$ cat config.mk
export PLATFORM = sky130hd
export DESIGN_NAME = mdio_master
export DESIGN_NICKNAME = d
export VERILOG_FILES = /design/src/rtl/mdio_pkg.sv /design/src/rtl/mdio_clkgen.sv /design/src/rtl/mdio_shifter.sv /design/src/rtl/mdio_master.sv
export SDC_FILE = /design/constraint.sdc
export NUM_CORES = 1
export LEC_CHECK = 0
export BUFFER_PORTS_ARGS = -buffer_cell sky130_fd_sc_hd__clkbuf_2
export CAP_MARGIN = 20
export CORE_MARGIN = 3
export CORE_UTILIZATION = 55
export CTS_CLUSTER_DIAMETER = 80
export DETAILED_ROUTE_END_ITERATION = 7
export GPL_TIMING_DRIVEN = 0
export PLACE_DENSITY = 0.81
export SLEW_MARGIN = 15
export SYNTH_ARGS = -nofsm -noshare
export SYNTH_HDL_FRONTEND = slang
export SYNTH_SLANG_ARGS = --single-unit
export TNS_END_PERCENT = 5
$ cat constraint.sdc
create_clock -name clk -period 4.5 [get_ports clk]
set_input_delay 0.675 -clock clk [delete_from_list [all_inputs] [get_ports clk]]
set_output_delay 0.675 -clock clk [all_outputs]
set_load 0.05 [all_outputs]
$ cat src/rtl/mdio_pkg.sv
package mdio_pkg;
    localparam int DIV_W    = 16;
    localparam int DAT_W    = 16;
    localparam int PRE_BITS = 32;
    localparam int FRM_BITS = 32;
    localparam int TOT_BITS = PRE_BITS + FRM_BITS;
    localparam int IDX_W    = $clog2(TOT_BITS);

    // bit indices within the 64-bit transfer, counted from 0
    localparam logic [IDX_W-1:0] PRE_END  = IDX_W'(PRE_BITS);
    localparam logic [IDX_W-1:0] TA_IDX   = IDX_W'(PRE_BITS + 14);
    localparam logic [IDX_W-1:0] ACK_IDX  = IDX_W'(PRE_BITS + 15);
    localparam logic [IDX_W-1:0] DAT_IDX  = IDX_W'(PRE_BITS + 16);
    localparam logic [IDX_W-1:0] LAST_IDX = IDX_W'(TOT_BITS - 1);

    typedef struct packed {
        logic             go;
        logic             wr;
        logic             ack;
        logic [2:0]       rsvd;
        logic [4:0]       regad;
        logic [4:0]       phyad;
        logic [DAT_W-1:0] data;
    } acc_word_t;

    typedef struct packed {
        logic             wr;
        logic [4:0]       phyad;
        logic [4:0]       regad;
        logic [DAT_W-1:0] data;
    } cmd_t;

    typedef struct packed {
        logic             ack;
        logic [DAT_W-1:0] rdata;
    } rsp_t;

    function automatic logic [FRM_BITS-1:0] build_frame(cmd_t c);
        logic [1:0] op;
        logic [1:0] ta;
        op = c.wr ? 2'b01 : 2'b10;
        ta = c.wr ? 2'b10 : 2'b11;
        return {2'b01, op, c.phyad, c.regad, ta, c.wr ? c.data : {DAT_W{1'b1}}};
    endfunction
endpackage

$ cat src/rtl/mdio_clkgen.sv
module mdio_clkgen
    import mdio_pkg::*;
#(
    parameter int W = DIV_W
) (
    input  logic         clk,
    input  logic         rst,
    input  logic         run,
    input  logic [W-1:0] div,
    output logic         mdc,
    output logic         rise,
    output logic         fall
);
    logic [W-1:0] cnt;
    logic [W-1:0] cnt_nx;
    logic [W:0]   span;
    logic [W-1:0] half;

    assign span   = {1'b0, div} + 1'b1;
    assign half   = span[W:1];
    assign cnt_nx = (cnt == div) ? '0 : cnt + 1'b1;
    // strobes mark the clock edge at which MDC changes
    assign rise   = run && (cnt_nx == half);
    assign fall   = run && (cnt_nx == '0);

    always_ff @(posedge clk) begin
        if (rst || !run) begin
            cnt <= '0;
            mdc <= 1'b0;
        end else begin
            cnt <= cnt_nx;
            mdc <= (cnt_nx >= half);
        end
    end
endmodule

$ cat src/rtl/mdio_shifter.sv
module mdio_shifter
    import mdio_pkg::*;
(
    input  logic clk,
    input  logic rst,
    input  logic start,
    input  cmd_t cmd,
    input  logic rise,
    input  logic fall,
    input  logic mdc,
    input  logic mdio_i,
    output logic busy,
    output logic done,
    output rsp_t rsp,
    output logic mdio_o,
    output logic mdio_oe
);
    logic [IDX_W-1:0]    idx;
    logic [IDX_W-1:0]    nidx;
    logic [FRM_BITS-1:0] frm;
    logic                wr_q;
    logic                ack_q;
    logic [DAT_W-1:0]    sh;

    assign nidx = idx + 1'b1;
    assign done = busy && fall && (idx == LAST_IDX);
    assign rsp  = '{ack: ack_q, rdata: sh};

    always_ff @(posedge clk) begin
        if (rst) begin
            busy    <= 1'b0;
            idx     <= '0;
            frm     <= '0;
            wr_q    <= 1'b0;
            ack_q   <= 1'b0;
            sh      <= '0;
            mdio_o  <= 1'b1;
            mdio_oe <= 1'b0;
        end else if (!busy) begin
            if (start) begin
                busy    <= 1'b1;
                idx     <= '0;
                frm     <= build_frame(cmd);
                wr_q    <= cmd.wr;
                ack_q   <= 1'b0;
                mdio_o  <= 1'b1;
                mdio_oe <= 1'b1;
            end
        end else begin
            if (rise && !wr_q) begin
                if (idx == ACK_IDX) ack_q <= !mdio_i;
                if (idx >= DAT_IDX) sh <= {sh[DAT_W-2:0], mdio_i};
            end
            if (fall) begin
                if (idx == LAST_IDX) begin
                    busy    <= 1'b0;
                    mdio_o  <= 1'b1;
                    mdio_oe <= 1'b0;
                end else begin
                    idx     <= nidx;
                    mdio_oe <= wr_q || (nidx < TA_IDX);
                    if (nidx >= PRE_END) begin
                        mdio_o <= frm[FRM_BITS-1];
                        frm    <= {frm[FRM_BITS-2:0], 1'b0};
                    end else begin
                        mdio_o <= 1'b1;
                    end
                end
            end
        end
    end


    mdio_hold_chk: assert property (@(posedge clk) disable iff (rst)
        (busy && mdc && $past(mdc)) |-> $stable(mdio_o));

    rd_release_chk: assert property (@(posedge clk) disable iff (rst)
        (busy && !wr_q && idx >= TA_IDX) |-> !mdio_oe);

    wr_drive_chk: assert property (@(posedge clk) disable iff (rst)
        (busy && wr_q) |-> mdio_oe);
endmodule

$ cat src/rtl/mdio_master.sv
module mdio_master
    import mdio_pkg::*;
#(
    parameter logic [DIV_W-1:0] DIV_RST = 16'd7
) (
    input  logic        clk,
    input  logic        rst,
    input  logic        ctl_wr,
    input  logic [31:0] ctl_wdata,
    output logic [31:0] ctl_rdata,
    input  logic        acc_wr,
    input  logic [31:0] acc_wdata,
    output logic [31:0] acc_rdata,
    output logic        mdc,
    output logic        mdio_o,
    output logic        mdio_oe,
    input  logic        mdio_i
);
    logic             en_q;
    logic [DIV_W-1:0] div_q;
    logic [DIV_W-1:0] div_run;
    acc_word_t        acc_q;
    acc_word_t        acc_in;
    cmd_t             cmd;
    rsp_t             rsp;
    logic             busy;
    logic             done;
    logic             start;
    logic             rise;
    logic             fall;

    always_comb begin
        acc_in      = acc_word_t'(acc_wdata);
        acc_in.ack  = 1'b0;
        acc_in.rsvd = '0;
    end

    assign cmd       = '{wr: acc_q.wr, phyad: acc_q.phyad, regad: acc_q.regad, data: acc_q.data};
    assign start     = acc_q.go && en_q && !busy;
    assign ctl_rdata = {!busy, en_q, 14'b0, div_q};
    assign acc_rdata = acc_q;

    always_ff @(posedge clk) begin
        if (rst) begin
            en_q    <= 1'b0;
            div_q   <= DIV_RST;
            div_run <= DIV_W'(1);
            acc_q   <= '0;
        end else begin
            if (ctl_wr) begin
                en_q  <= ctl_wdata[30];
                div_q <= ctl_wdata[DIV_W-1:0];
            end
            if (start) div_run <= (div_q == '0) ? DIV_W'(1) : div_q;
            if (done) begin
                acc_q.go <= 1'b0;
                if (!acc_q.wr) begin
                    acc_q.ack  <= rsp.ack;
                    acc_q.data <= rsp.rdata;
                end
            end else if (acc_wr && !acc_q.go) begin
                acc_q <= acc_in;
            end
        end
    end

    mdio_clkgen #(.W(DIV_W)) u_clk (
        .clk  (clk),
        .rst  (rst),
        .run  (busy),
        .div  (div_run),
        .mdc  (mdc),
        .rise (rise),
        .fall (fall)
    );

    mdio_shifter u_shf (
        .clk     (clk),
        .rst     (rst),
        .start   (start),
        .cmd     (cmd),
        .rise    (rise),
        .fall    (fall),
        .mdc     (mdc),
        .mdio_i  (mdio_i),
        .busy    (busy),
        .done    (done),
        .rsp     (rsp),
        .mdio_o  (mdio_o),
        .mdio_oe (mdio_oe)
    );


    go_held_chk: assert property (@(posedge clk) disable iff (rst)
        busy |-> acc_q.go);

    no_start_chk: assert property (@(posedge clk) disable iff (rst)
        (!en_q && !busy) |=> !busy);

    locked_chk: assert property (@(posedge clk) disable iff (rst)
        (acc_wr && acc_q.go && !done) |=> $stable(acc_q));
endmodule

==> impl_metrics.csv, run 1 <==
group,metric,value,unit
power_and_ir_drop,powerDensity,366,nW/um^2
cts,cts.htree.levels,4,
sta,finalHoldViolCount,0,
route,ant_nets,0,
synth,synth.largest_area_cell,"dfxtp_1",
finish,nets,1033,
cts,cts.hold.buffers_added,0,
synth,synth_top_area_share,39.9,%
grt,grt_pass1_wl,28500,um
route,first_pass_iters,5,
place,routabilityCongestion,0.892,
sta,rsz0062_at_grt,"false",
floorplanning,dieArea,14000,um^2
finish,final_cell_mix,"dfxtp_1, nand2_1, nor2_1",
grt,gr-total-overflow,0,
power_and_ir_drop,p_seq_share,42.2,%
setup_path,cpMostUsedCell,"clkbuf_1",
worst_hold_path,worstHoldPathType,"input port to flop",
cts,numCtsBuffers,17,
power_and_ir_drop,p_switching,788,uW
setup_path,cp.arrival,4470,ps
grt,antenna_found_initial,0,
setup_path,timing.critical_path.fanout_max,10,
synth,synth-seq-area-share,39.9,%
place,dpl_cell_area,7680,um^2
route,vias,6152,
route,vias_per_cell,5.46,
sta,tightest_slew,698,ps
cts,clkTransAtPathRegs,60,ps
setup_path,critPathRequiredTime,4850,ps
synth,avgSynthCellArea,8.53,um^2
power_and_ir_drop,swShare,25.9,%
synth,synth_warnings,0,
floorplanning,fp.dieH,118,um
power_and_ir_drop,pwr-share-clk,47.2,%
floorplanning,fp.coreArea,12200,um^2
cts,cts_sinks,138,
job,drv_cap,0,
finish,syn_to_final_growth,20.1,%
cts,cts-root-buf,"clkbuf_16",
finish,final_area,8310,um^2
synth,synth_seq_cells,138,
cts,cts_tree,"yes",
setup_path,rr_startpoint,"u_clk.cnt[11]$_SDFF_PP0_",
route,wirelength,17600,um
status,status,"complete, no violations",
sta,period_needed,4120,ps
place,numPortBuffers,98,
setup_path,worstSetupStartpoint,"u_clk.cnt[11]$_SDFF_PP0_",
finish,layout-drive-gt1-share,19.9,%
power_and_ir_drop,pwr-share-comb,10.6,%
sta,skew,4.74,ps
synth,async_reset_ff_share,0,%
place,dp_hpwl,13000,um
synth,synthesis.area,6920,um^2
setup_path,end_kind,"flop",
floorplanning,ios,136,
sta,tns,0,ps
synth,synth_cell_type_count,58,
finish,n_antenna_cell,0,
sta,min_period_over_period,91.5,%
synth,synth-edff-count,0,
setup_path,critPathLaunchType,"flop",
setup_path,cp_slowest_stage_delay,530,ps
setup_path,crit_chain,"clkbuf_1, xnor2_1, nand4_1, nor4_4, clkbuf_2, nor2_1, ha_1, nand4_1, nor4_2, and2_1, clkbuf_1, clkbuf_1, nand2_1, a21oi_1",
synth,synthFlopType,"dfxtp_1",
sta,setup_violations,0,
worst_hold_path,holdCritStartpoint,"ctl_wdata[0]",
grt,grt_usage,25.2,%
route,drc,0,
floorplanning,start_util,56.9,%
power_and_ir_drop,finalPower,3050,uW
setup_path,path_class,"flop to flop",
power_and_ir_drop,p_int,2260,uW
setup_path,slowest_stage,"nor4_2",
synth,synth_cells,812,
cts,cts_buffer_depth,2,
power_and_ir_drop,cellLeakagePower,0.00327,uW
sta,slew_headroom,53.5,%
floorplanning,die_w,118,um
route,drt_iter0_drc,501,
cts,worst_skew_pair.late_latency,420,ps
power_and_ir_drop,ir_drop,255,uV
grt,grt_max_degree,17,
floorplanning,std_cell_rows,40,
sta,fmax,243,MHz
route,wl_per_cell,15.6,um
finish,final_common_cell,"dfxtp_1",
grt,first_global_vias,5761,
sta,drv_slew,0,
synth,synth_area_leaders,"dfxtp_1, nand2_1, mux2i_1",
final cells by class:
cell class | instances | area (um^2)
Buffer | 69 | 375
Clock buffer | 20 | 467
Clock inverter | 12 | 146
Fill cell | 992 | 3850
Inverter | 11 | 41.3
Multi-Input combinational cell | 610 | 3820
Sequential cell | 138 | 2760
Tap cell | 168 | 210
Timing Repair Buffer | 98 | 490
worst paths after layout:
kind                           endpoint  slack (ps)  cells past startpoint
min               div_q[0]$_SDFFE_PP1P_         470                      2
max           u_shf.sh[14]$_SDFFE_PP0P_         380                     14
min reg2reg  acc_rdata[17]$_SDFFE_PP0P_         480                      2
max reg2reg   u_shf.sh[14]$_SDFFE_PP0P_         380                     14
worst max-delay path: cells and delay by family, from the launching register on:
family          cells  cell delay, ps
compound gates      1             160
buf+inv             4            1240
xor+xnor            1             210
simple gates        7            1820
flops               1             310
fa+ha+maj           1             300
metrics by stage:
step                      hold WS (ps)  worst slack (ps)  utilization [%]  cells
final                              469               381             68.4   1126
after CTS                          459              59.7             68.2   1126
after detailed placement           468               133             63.2   1094
after floorplan                    432              1080                -    828
after global routing               465              32.6             68.4   1126
after global placement             464               236             63.2   1094
flip-flops by register name, summed over array words and instances (netlist names):
register       cells
u_shf.mdio_o       1
u_shf.ack_q        1
acc_rdata         29
u_shf.sh          16
div_q             16
div_run           16
u_shf.frm         32
u_clk.cnt         16
u_clk.mdc          1
u_shf.mdio_oe      1
u_shf.wr_q         1
en_q               1
u_shf.idx          6
u_shf.busy         1
synth_stat cells (12+ instances only):
cell and count:
nor3b_1 12, clkbuf_1 35, mux2i_1 43, a21oi_1 57
o21ai_0 23, dfxtp_1 138, a221o_1 16, xor2_1 17
ha_1 19, a211oi_2 13, nand2_1 123, buf_4 21
nor2_1 113, nand4_1 16, nand3_1 15, xnor2_1 31
power groups by stage:
stage	Sequential [uW]	Combinational [uW]	Clock, uW
after global routing	1290	347	1510
after global placement	1310	317	0
after CTS	1280	323	1450
final	1290	324	1440
after detailed placement	1310	321	0
after floorplan	1390	157	0
per-layer routing:
metal	vias to the layer above	wire [um]	GRT usage [%]
li1	3051	-	-
met1	2877	7570	31.4
met2	183	8580	41.8
met3	41	955	5.89
met4	0	514	10.9
met5	-	0	0
what timing repair did:
action	CTS	global route
resized for setup	0	4
setup buffers	0	0
setup endpoints to repair	0	11
cells by family after synthesis:
logic type | share of synthesized area, %
compound gates | 15.5
mux | 6.54
other cells | 0.0542
xor+xnor | 6.07
simple gates | 22.4
buf+inv | 6.00
fa+ha+maj | 3.58
flops | 39.9
Power figures use the tool's default switching activity.
==> run 2: changes to the inputs <==
--- a/config.mk
+++ b/config.mk
@@ -5,14 +5,17 @@
 export SDC_FILE = /design/constraint.sdc
 export NUM_CORES = 1
 export LEC_CHECK = 0
+export ABC_AREA = 1
 export BUFFER_PORTS_ARGS = -buffer_cell sky130_fd_sc_hd__clkbuf_2
 export CAP_MARGIN = 20
 export CORE_MARGIN = 3
 export CORE_UTILIZATION = 55
 export CTS_CLUSTER_DIAMETER = 80
+export CTS_CLUSTER_SIZE = 25
 export DETAILED_ROUTE_END_ITERATION = 7
 export GPL_TIMING_DRIVEN = 0
-export PLACE_DENSITY = 0.81
+export HOLD_SLACK_MARGIN = 0.12
+export PLACE_DENSITY = 0.8
 export SLEW_MARGIN = 15
 export SYNTH_ARGS = -nofsm -noshare
 export SYNTH_HDL_FRONTEND = slang
==> impl_metrics.csv, run 2 <==
group,metric,value,unit
power_and_ir_drop,p_int,2320,uW
power_and_ir_drop,cellLeakagePower,0.00417,uW
sta,rsz0062_at_grt,"false",
setup_path,critPathLaunchType,"flop",
cts,cts.htree.levels,4,
cts,worst_skew_pair.late_latency,430,ps
grt,grt_pass1_wl,34000,um
floorplanning,fp.coreArea,12900,um^2
cts,numCtsBuffers,17,
cts,cts.hold.buffers_added,0,
finish,syn_to_final_growth,19.2,%
floorplanning,std_cell_rows,41,
synth,synth_warnings,0,
sta,period_needed,4000,ps
power_and_ir_drop,p_seq_share,40.1,%
finish,final_area,8820,um^2
finish,regMostFlops,"u_shf.frm",
worst_hold_path,worstHoldPathType,"flop to flop",
setup_path,path_class,"flop to flop",
cts,cts_tree,"yes",
synth,synth_seq_cells,138,
synth,synth_fa_ha_area_share,3.21,%
status,status,"complete, no violations",
power_and_ir_drop,powerDensity,368,nW/um^2
synth,synthSimpleGateAreaFrac,32.7,%
synth,synth_top_area_share,37.3,%
floorplanning,dieArea,14900,um^2
finish,n_antenna_cell,0,
cts,cts_sinks,138,
route,vias,7608,
setup_path,critPathRequiredTime,4870,ps
synth,synthesis.area,7400,um^2
synth,synth_area_leaders,"dfxtp_1, nand2_1, nor2_1",
power_and_ir_drop,ir_drop,306,uV
synth,synth-edff-count,0,
grt,first_global_vias,7189,
grt,grt_usage,28.8,%
grt,gr-total-overflow,0,
synth,synth_top_family_by_area,"simple AND/OR/NAND/NOR gates",
place,dp_hpwl,15500,um
cts,ctsResizeCount,0,
place,preCtsSetupSlack,166,ps
synth,synthMostInstantiatedCell,"nand2_1",
synth,synth.area.mux_share,0,%
synth,synth_cells,1110,
floorplanning,fp.dieH,122,um
sta,timing.final.ws_setup,500,ps
power_and_ir_drop,finalPower,3240,uW
route,drc,0,
route,drt_iter0_drc,718,
route,first_pass_iters,5,
finish,final_cell_mix,"nand2_1, nor2_1, dfxtp_1",
synth,avgSynthCellArea,6.67,um^2
route,wl_per_cell,14.5,um
sta,setup_violations,0,
finish,largest_reg_flops,32,
route,wirelength,20700,um
synth,netlist_top_cells_count,"nand2_1, nor2_1, dfxtp_1",
job,drv_cap,0,
floorplanning,start_util,57.5,%
sta,drv_slew,0,
place,numPortBuffers,99,
cts,post_cts_buffers,0,
finish,layout-drive-gt1-share,16.0,%
floorplanning,die_w,122,um
sta,tightest_slew,609,ps
cts,cts-root-buf,"clkbuf_16",
synth,synthFlopType,"dfxtp_1",
place,routabilityCongestion,0.950,
sta,finalHoldViolCount,0,
setup_path,cp.arrival,4370,ps
synth,synth.largest_area_cell,"dfxtp_1",
route,ant_nets,0,
grt,grt_max_degree,17,
finish,final_common_cell,"nand2_1",
grt,antenna_found_initial,0,
sta,slew_headroom,59.3,%
synth,synthXorXnorAreaFrac,2.84,%
sta,tns,0,ps
floorplanning,ios,136,
power_and_ir_drop,swShare,28.4,%
power_and_ir_drop,pwr-share-clk,46.7,%
route,vias_per_cell,5.33,
synth,synth_compound_area_share,13.2,%
setup_path,end_kind,"flop",
sta,fmax,250,MHz
cts,clkTransAtPathRegs,70,ps
finish,nets,1331,
sta,skew,6.20,ps
setup_path,timing.critical_path.fanout_max,10,
synth,async_reset_ff_share,0,%
synth,synth_cell_type_count,35,
synth,synth-seq-area-share,37.3,%
power_and_ir_drop,p_switching,921,uW
power_and_ir_drop,pwr-share-comb,13.2,%
place,dpl_cell_area,8170,um^2
cts,cts_buffer_depth,2,
sta,min_period_over_period,88.9,%
## run 2: cell types whose count changed after synthesis, sizes merged, moves of 9 or more
cell,change
a211oi,-15
a21oi,+54
a221o,-16
and3,-9
inv,+99
mux2i,-43
nand2,+116
nand3,+74
nand4,+14
nor2,+62
nor3b,-12
o21ai,+47
xnor2,-29
## run 2: power by group through the flow
stage | clock, uW | sequential (uW) | combinational, uW
3_3_place_gp | 0 | 1330 | 416
3_5_place_dp | 0 | 1330 | 421
2_1_floorplan | 0 | 1400 | 232
4_1_cts | 1530 | 1300 | 424
5_1_grt | 1590 | 1310 | 467
6_report | 1520 | 1300 | 427
## run 2: worst paths after layout
kind	start	endpoint	slack, ps	cells after the start
setup / recovery	div_run[0]$_SDFFE_PP1P_	u_shf.sh[13]$_SDFFE_PP0P_	500	18
hold / removal	u_shf.frm[20]$_SDFFE_PP0P_	u_shf.frm[20]$_SDFFE_PP0P_	460	2
hold reg to reg	u_shf.frm[20]$_SDFFE_PP0P_	u_shf.frm[20]$_SDFFE_PP0P_	460	2
setup reg to reg	div_run[0]$_SDFFE_PP1P_	u_shf.sh[13]$_SDFFE_PP0P_	500	18
## run 2: area by class of cell
cell class | count | area [um^2]
repair buffers | 99 | 495
plain buffers | 70 | 368
flip-flops and latches | 138 | 2760
well taps | 172 | 215
fillers | 1150 | 4060
inverters | 111 | 420
clock buffers | 17 | 425
multi-input cells | 806 | 3920
clock inverters | 15 | 213
## run 2: per-stage QoR
stage / instances / utilization (%) / hold slack (ps)
after floorplan: 1126 / - / 440
after global placement: 1397 / 63.4 / 448
after detailed placement: 1397 / 63.4 / 454
final: 1428 / 68.5 / 463
after CTS: 1429 / 68.4 / 462
after global routing: 1428 / 68.5 / 468
## run 2: kinds of logic after synthesis
group,Yosys count
adder cells (fa/ha/maj),19
AO/OA/AOI/OAI,191
AND/OR/NAND/NOR,555
buffers and inverters,182
other,1
XOR/XNOR,24
flip-flops,138
## run 2: metal layers
layer  GRT usage, %  wire length [um]  vias to the layer above
met4           12.0               691                        0
met2           46.5              9330                      311
met3           6.59              1430                       71
li1               -                 -                     3847
met1           37.2              9260                     3379
met5              0                 0                        -
## run 2: critical path: stages (launching register included)
cell,delay [ps]
dfxtp_1,410
inv_1,80
nor3_1,290
nand2_1,80
nor2_1,160
nand3_1,160
nor3_1,290
nand4_1,150
xor2_1,170
ha_1,290
nand4_1,120
nor2_1,200
inv_1,90
nor3_1,330
nand3_1,220
nor3_4,360
clkbuf_2,280
o21ai_0,120
nor2_1,120
